## src/rtl/fcl_pkg.sv

```systemverilog
package fcl_pkg;

  typedef enum logic [3:0] {
    S_IDLE,
    S_PROG,
    S_SETTLE,
    S_SEARCH,
    S_FETCH,
    S_SETD,
    S_LO,
    S_HI,
    S_TLO,
    S_THI,
    S_FINAL
  } stateT;

  // strobes from control to datapath
  typedef struct packed {
    logic progLo;
    logic progHi;
    logic clrCnt;
    logic take;
    logic setD;
    logic cclkHi;
    logic cclkLo;
    logic dinClr;
  } strobeT;

endpackage

```

## src/rtl/fcl_datapath.sv

```systemverilog
module fcl_datapath
  import fcl_pkg::*;
#(
  parameter int LEN_W = 16
) (
  input  logic             clk,
  input  logic             rstN,
  input  strobeT           stb,
  input  logic [7:0]       inData,
  input  logic [LEN_W-1:0] totalLen,
  output logic             progN,
  output logic             cclk,
  output logic             din,
  output logic             cntDone,
  output logic             isFF
);

  logic [LEN_W-1:0] lenReg;
  logic [LEN_W-1:0] byteCnt;
  logic [7:0]       shReg;

  always_ff @(posedge clk or negedge rstN) begin
    if (!rstN) begin
      progN   <= 1'b1;
      cclk    <= 1'b0;
      din     <= 1'b0;
      lenReg  <= '0;
      byteCnt <= '0;
      shReg   <= '0;
    end else begin
      if (stb.progLo) progN <= 1'b0;
      else if (stb.progHi) progN <= 1'b1;

      if (stb.clrCnt) begin
        lenReg  <= totalLen;
        byteCnt <= '0;
      end else if (stb.take) begin
        byteCnt <= byteCnt + 1'b1;
      end

      if (stb.take) shReg <= inData;
      else if (stb.setD) shReg <= {shReg[6:0], 1'b0};

      if (stb.setD) din <= shReg[7];
      else if (stb.dinClr) din <= 1'b0;

      if (stb.cclkHi) cclk <= 1'b1;
      else if (stb.cclkLo) cclk <= 1'b0;
    end
  end

  assign cntDone = (byteCnt == lenReg);
  assign isFF    = &inData;

endmodule

```

## src/rtl/fcl_ctrl.sv

```systemverilog
module fcl_ctrl
  import fcl_pkg::*;
#(
  parameter int PROG_LOW_CYC = 4,
  parameter int SETTLE_CYC   = 50,
  parameter int FINAL_CYC    = 100,
  parameter int PHASE_CYC    = 2,
  parameter int TRAIL_PULSES = 5
) (
  input  logic   clk,
  input  logic   rstN,
  input  logic   start,
  input  logic   inValid,
  input  logic   doneIn,
  input  logic   cntDone,
  input  logic   isFF,
  output strobeT stb,
  output logic   inReady,
  output logic   busy,
  output logic   doneOk,
  output logic   doneErr
);

  localparam int MAX_A = (PROG_LOW_CYC > SETTLE_CYC) ? PROG_LOW_CYC : SETTLE_CYC;
  localparam int MAX_B = (FINAL_CYC > PHASE_CYC) ? FINAL_CYC : PHASE_CYC;
  localparam int MAXC  = (MAX_A > MAX_B) ? MAX_A : MAX_B;
  localparam int TW    = $clog2(MAXC + 1);
  localparam int PW    = $clog2(TRAIL_PULSES + 1);

  stateT          state, stateNext;
  logic [TW-1:0]  timer;
  logic [2:0]     bitCnt;
  logic [PW-1:0]  pulseCnt;
  logic           startAcc, finishOk, finishErr;

  function automatic logic atEnd(input logic [TW-1:0] t, input int n);
    return t == TW'(n - 1);
  endfunction

  always_comb begin
    stateNext = state;
    stb       = '0;
    inReady   = 1'b0;
    startAcc  = 1'b0;
    finishOk  = 1'b0;
    finishErr = 1'b0;
    case (state)
      S_IDLE: if (start) begin
        startAcc   = 1'b1;
        stb.progLo = 1'b1;
        stb.clrCnt = 1'b1;
        stateNext  = S_PROG;
      end
      S_PROG: if (atEnd(timer, PROG_LOW_CYC)) begin
        stb.progHi = 1'b1;
        stateNext  = S_SETTLE;
      end
      S_SETTLE: if (atEnd(timer, SETTLE_CYC)) begin
        if (doneIn) begin
          finishErr = 1'b1;
          stateNext = S_IDLE;
        end else begin
          stateNext = S_SEARCH;
        end
      end
      S_SEARCH: begin
        if (cntDone) stateNext = S_TLO;
        else begin
          inReady = 1'b1;
          if (inValid) begin
            stb.take = 1'b1;
            if (isFF) stateNext = S_SETD;
          end
        end
      end
      S_FETCH: begin
        if (cntDone) stateNext = S_TLO;
        else begin
          inReady = 1'b1;
          if (inValid) begin
            stb.take  = 1'b1;
            stateNext = S_SETD;
          end
        end
      end
      S_SETD: begin
        stb.setD  = 1'b1;
        stateNext = S_LO;
      end
      S_LO: if (atEnd(timer, PHASE_CYC)) begin
        stb.cclkHi = 1'b1;
        stateNext  = S_HI;
      end
      S_HI: if (atEnd(timer, PHASE_CYC)) begin
        stb.cclkLo = 1'b1;
        stateNext  = (bitCnt == 3'd7) ? S_FETCH : S_SETD;
      end
      S_TLO: if (atEnd(timer, PHASE_CYC)) begin
        stb.cclkHi = 1'b1;
        stateNext  = S_THI;
      end
      S_THI: if (atEnd(timer, PHASE_CYC)) begin
        stb.cclkLo = 1'b1;
        stateNext  = (pulseCnt == PW'(TRAIL_PULSES - 1)) ? S_FINAL : S_TLO;
      end
      S_FINAL: if (atEnd(timer, FINAL_CYC)) begin
        finishOk   = doneIn;
        finishErr  = !doneIn;
        stb.dinClr = 1'b1;
        stateNext  = S_IDLE;
      end
      default: stateNext = S_IDLE;
    endcase
  end

  always_ff @(posedge clk or negedge rstN) begin
    if (!rstN) begin
      state    <= S_IDLE;
      timer    <= '0;
      bitCnt   <= '0;
      pulseCnt <= '0;
      doneOk   <= 1'b0;
      doneErr  <= 1'b0;
    end else begin
      state <= stateNext;
      timer <= (stateNext != state) ? '0 : timer + 1'b1;

      if (stb.take) bitCnt <= '0;
      else if (stb.cclkLo && state == S_HI) bitCnt <= bitCnt + 1'b1;

      if (stb.clrCnt) pulseCnt <= '0;
      else if (stb.cclkLo && state == S_THI) pulseCnt <= pulseCnt + 1'b1;

      if (startAcc) begin
        doneOk  <= 1'b0;
        doneErr <= 1'b0;
      end else begin
        if (finishOk)  doneOk  <= 1'b1;
        if (finishErr) doneErr <= 1'b1;
      end
    end
  end

  assign busy = (state != S_IDLE);

endmodule

```

## src/rtl/fpga_cfg_loader.sv

```systemverilog
module fpga_cfg_loader
  import fcl_pkg::*;
#(
  parameter int LEN_W        = 16,
  parameter int PROG_LOW_CYC = 4,
  parameter int SETTLE_CYC   = 50,
  parameter int FINAL_CYC    = 100,
  parameter int PHASE_CYC    = 2,
  parameter int TRAIL_PULSES = 5
) (
  input  logic             clk,
  input  logic             rstN,
  input  logic             start,
  input  logic [LEN_W-1:0] totalLen,
  input  logic [7:0]       inData,
  input  logic             inValid,
  output logic             inReady,
  input  logic             doneIn,
  output logic             progN,
  output logic             cclk,
  output logic             din,
  output logic             busy,
  output logic             doneOk,
  output logic             doneErr
);

  strobeT stb;
  logic   cntDone;
  logic   isFF;

  fcl_ctrl #(
    .PROG_LOW_CYC(PROG_LOW_CYC),
    .SETTLE_CYC  (SETTLE_CYC),
    .FINAL_CYC   (FINAL_CYC),
    .PHASE_CYC   (PHASE_CYC),
    .TRAIL_PULSES(TRAIL_PULSES)
  ) u_ctrl (
    .clk    (clk),
    .rstN   (rstN),
    .start  (start),
    .inValid(inValid),
    .doneIn (doneIn),
    .cntDone(cntDone),
    .isFF   (isFF),
    .stb    (stb),
    .inReady(inReady),
    .busy   (busy),
    .doneOk (doneOk),
    .doneErr(doneErr)
  );

  fcl_datapath #(
    .LEN_W(LEN_W)
  ) u_dp (
    .clk     (clk),
    .rstN    (rstN),
    .stb     (stb),
    .inData  (inData),
    .totalLen(totalLen),
    .progN   (progN),
    .cclk    (cclk),
    .din     (din),
    .cntDone (cntDone),
    .isFF    (isFF)
  );

endmodule

```

## config.mk

```make
export PLATFORM = sky130hd
export DESIGN_NAME = fpga_cfg_loader
export DESIGN_NICKNAME = d
export VERILOG_FILES = /design/src/rtl/fcl_pkg.sv /design/src/rtl/fcl_datapath.sv /design/src/rtl/fcl_ctrl.sv /design/src/rtl/fpga_cfg_loader.sv
export SDC_FILE = /design/constraint.sdc
export NUM_CORES = 1
export LEC_CHECK = 0
export CAP_MARGIN = 10
export CORE_AREA = 2 2 88 90
export DETAILED_ROUTE_END_ITERATION = 10
export DIE_AREA = 0 0 90 92
export PLACE_DENSITY = 0.72
export SETUP_SLACK_MARGIN = 0.02
export SLEW_MARGIN = 20
export SYNTH_ARGS = -nofsm -noshare
export SYNTH_HDL_FRONTEND = slang
export SYNTH_SLANG_ARGS = --single-unit
```

## constraint.sdc

```tcl
create_clock -name clk -period 3.5 [get_ports clk]
set_clock_uncertainty 0.15 [all_clocks]
set_input_delay 0.525 -clock clk [delete_from_list [all_inputs] [get_ports clk]]
set_output_delay 0.525 -clock clk [all_outputs]
set_load 0.01 [all_outputs]
```

==> impl_summary.txt <==
----------------------------------------------------
[Global routing]
  Grt total ovfl ... 0
  First-pass GRT wire length ... 12,500 microns
  Antenna violations before repair ... 0
  Maximum number of pins on one net before global-route repair ... 36
  Vias in the first global route ... 2,595
  Combined global-route utilization of all metal layers ... 0.187

[Timing]
  Unrepaired setup endpoints after global routing ... no
  Final-layout setup total negative slack ... 0 ns
  Final worst path period share ... 0.874
  Worst Tran Pin Value ... 0.687 ns
  Max frequency ... 327 MHz
  Max-slew headroom ... 0.542
  Hold Vio Cnt, Final ... 0
  Final number of max-transition violations ... 0
  Setup WS post-layout ... 0.440 ns
  Final count of negative-setup-slack endpoints ... 0
  Fin crit period ... 3.06 ns

[Clock network]
  Bufs on Longest Clock Path ... 2
  CTS H-tree depth ... 3
  Post-CTS Setup Inserts ... 0
  Clock buffer count from CTS ... 9
  Number of cells upsized or downsized after cts ... 0
  Clk_lat worst skew ... 0.34 ns
  CTS tree ... yes
  Clock input transition at the sequential cells of the worst setup and hold paths ... 0.07 ns
  Count of clock tree sinks ... 62
  Root cell of the clock tree ... sky130_fd_sc_hd__clkbuf_8
  Total of hold buffers inserted after clock tree synthesis ... 0

[Cells and area]
  Final #Nets ... 408
  Proportion of layout cells with a drive suffix above 1 ... 0.146
  ANT cells ... 0
  Fill cell count ... 681
  Most used cells in the layout excluding fill and tap cells ... sky130_fd_sc_hd__dfrtp_1 (61), sky130_fd_sc_hd__nor2_1 (36), sky130_fd_sc_hd__clkdlybuf4s50_1 (34)
  Layout-stage area growth over the synthesis result ... 17.2%
  Commonest non-fill, non-tap cell in the layout ... sky130_fd_sc_hd__dfrtp_1
  Finished Core Util ... 0.556
  Final cell count without fillers ... 479
  Area taken by flip-flops and latches ... 1550 sq um
  Area of combinational cells with multiple inputs ... 1830 sq um

[Worst setup path]
  Launch point of the worst reg-to-reg path ... u_ctrl.state[1]
  R2R depth ... 6
  Endpoint of the lowest-slack register-to-register path ... u_dp.shReg[6]
  Critical setup path kind ... flop to output port
  Launching instance or port of the critical path ... u_ctrl.state[1]
  Endpoint class of the critical path ... output port
  Register-to-register path setup slack ... 0.79 ns
  Capture point of the worst path ... inReady
  Signal arrival time at the worst endpoint ... 2.38 ns
  Peak fanout along the critical path ... 17
  Critical Path Start Type ... flop
  Data required time of the critical path ... 2.82 ns

[Routing]
  Residual DRC ... 0
  Post-DR wirelength/cell ... 14.8 microns
  Remaining number of nets flagged by the antenna check after routing ... 0
  Routed wire length ... 7070 microns
  Via density per instance ... 5.48
  Starting DRT DRC Count ... 149
  Detailed-routing iteration count for the pre-antenna-repair pass ... 4
  Via Count ... 2,626

[Floorplan]
  Die outline width ... 90 microns
  Number of rows in the core area ... 32
  Chip Height ... 92 microns
  I/O pin count ... 36
  Effective utilization at floorplan ... 0.475
  Floorplan Core Area ... 7450 sq um
  Die area ... 8280 sq um

[Yosys]
  Register bit total from synthesis ... 62
  Sequential share of the synthesized area ... 0.439
  Most frequently used flop master after synthesis ... sky130_fd_sc_hd__dfrtp_1
  Share of synthesized registers carrying an async set or reset ... 1.00
  Number of flops mapped to enable cells by yosys ... 0
  Area of the mapped netlist ... 3530 sq um
  Count of mapped cells out of synthesis ... 337
  Post-synth cell types ... 61
  Yosys top cell area share ... 0.432
  Net count after synthesis ... 373
  Average cell area after synthesis ... 10.5 sq um
  Dominant cell type by area after synthesis ... sky130_fd_sc_hd__dfrtp_1
  Top cells by area, synth ... sky130_fd_sc_hd__dfrtp_1 (43%), sky130_fd_sc_hd__xor2_1 (7.7%), sky130_fd_sc_hd__nor2_1 (3.8%)
  Count of warnings emitted by yosys ... 0

[Placement]
  Worst slack, placed ... 0.807 ns
  Final weighted congestion of routability-driven global placement ... 0.873
  Sum of net half-perimeters after detailed placement ... 5050 microns
  Buffers on Ports ... 35
  Placed Cells incl. Taps ... 463

[Power]
  Leakage ... 0.00184 uW
  Power consumption ... 2530 uW
  Max VDD drop ... 0.345 mV
  Power density of the placed cells ... 611 nW/um^2

[Status]
  Result of the run ... completed

[Run]
  # Max-Cap Violations ... 0

[Hold path]
  Path type of the worst min-delay path ... input pin to async pin

----------------------------------------------------
-- final cells by class --
cell class / instances / area share
tap: 102 / 0.0308
sequential: 62 / 0.375
clock buffer: 11 / 0.0365
timing repair buffer: 41 / 0.0942
multi-input combinational: 249 / 0.442
clock inverter: 5 / 0.0139
inverter: 9 / 0.00815
-- cells in the mapped netlist, types with 4 or more instances --
| cell | count |
|---|---|
| sky130_fd_sc_hd__o21ai_0 | 11 |
| sky130_fd_sc_hd__nor2_1 | 36 |
| sky130_fd_sc_hd__xnor2_1 | 6 |
| sky130_fd_sc_hd__clkbuf_1 | 4 |
| sky130_fd_sc_hd__mux2i_1 | 8 |
| sky130_fd_sc_hd__a21oi_1 | 12 |
| sky130_fd_sc_hd__inv_1 | 9 |
| sky130_fd_sc_hd__nand3_1 | 11 |
| sky130_fd_sc_hd__a22o_1 | 6 |
| sky130_fd_sc_hd__and3_1 | 4 |
| sky130_fd_sc_hd__dfrtp_1 | 61 |
| sky130_fd_sc_hd__nand2_1 | 18 |
| sky130_fd_sc_hd__mux2_1 | 6 |
| sky130_fd_sc_hd__mux2_2 | 10 |
| sky130_fd_sc_hd__buf_2 | 7 |
| sky130_fd_sc_hd__nand2b_1 | 5 |
| sky130_fd_sc_hd__a21o_1 | 7 |
| sky130_fd_sc_hd__xor2_1 | 31 |
| sky130_fd_sc_hd__nand4_1 | 11 |
| sky130_fd_sc_hd__ha_1 | 7 |
| sky130_fd_sc_hd__nor4_1 | 6 |
| sky130_fd_sc_hd__nor4_2 | 7 |
| sky130_fd_sc_hd__nor3_1 | 5 |
-- state kept, by name, summed over array words and instances, names as in the netlist --
| name | flops |
|---|---|
| u_dp.lenReg | 16 |
| u_ctrl.timer | 7 |
| u_dp.byteCnt | 16 |
| u_ctrl.state | 4 |
| u_ctrl.bitCnt | 3 |
| u_ctrl.pulseCnt | 3 |
| u_dp.din | 1 |
| u_dp.cclk | 1 |
| u_dp.shReg | 8 |
| u_dp.progN | 1 |
| u_ctrl.doneOk | 1 |
| u_ctrl.doneErr | 1 |
-- worst min-delay path by stage --
stage | from | to | slack (ns) | cells past startpoint
3_5_place_dp | u_dp.shReg[7] | u_dp.shReg[7] | 0.32 | 1
3_3_place_gp | u_dp.shReg[3] | u_dp.shReg[3] | 0.31 | 1
2_1_floorplan | rstN | u_ctrl.bitCnt[0] | 0.08 | 0
5_1_grt | rstN | u_dp.byteCnt[0] | 0.1 | 1
6_report | rstN | u_dp.shReg[6] | 0.05 | 1
4_1_cts | rstN | u_dp.shReg[3] | 0.06 | 1
-- metrics by stage --
step           area, sq um  hold slack, ns
2_1_floorplan         3530          0.0794
3_3_place_gp          3940           0.314
3_5_place_dp          3940           0.315
4_1_cts               4140          0.0624
5_1_grt               4140          0.0965
6_report              4140          0.0549
-- where the power goes --
group          internal (uW)  switching [uW]
sequential               924             159
clock                    366             284
combinational            397             403
-- worst max-delay path: stages (launching register included) --
cell and delay, ns:
sky130_fd_sc_hd__dfrtp_1 0.60, sky130_fd_sc_hd__nor3b_1 0.46, sky130_fd_sc_hd__nor2_1 0.08, sky130_fd_sc_hd__nor2_1 0.20, sky130_fd_sc_hd__and2_1 0.17, sky130_fd_sc_hd__clkdlybuf4s50_1 0.54
-- kinds of logic after synthesis --
kind of cell,Yosys count,share of synthesized area
multiplexers,24,0.0736
AO/OA/AOI/OAI,55,0.110
XOR/XNOR,38,0.0995
AND/OR/NAND/NOR,125,0.210
adder cells (fa/ha/maj),7,0.0248
buffers and inverters,26,0.0428
flip-flops,62,0.439
-- per-layer routing --
metal,wire [microns],track usage,share of wire,vias up
met3,353,0.0485,0.050,10
met1,3190,0.244,0.45,1268
met4,74,0.0654,0.010,0
met5,0,0,0,-
li1,-,-,-,1281
met2,3460,0.303,0.49,67
Note: power is estimated with default switching activity, not from simulation.
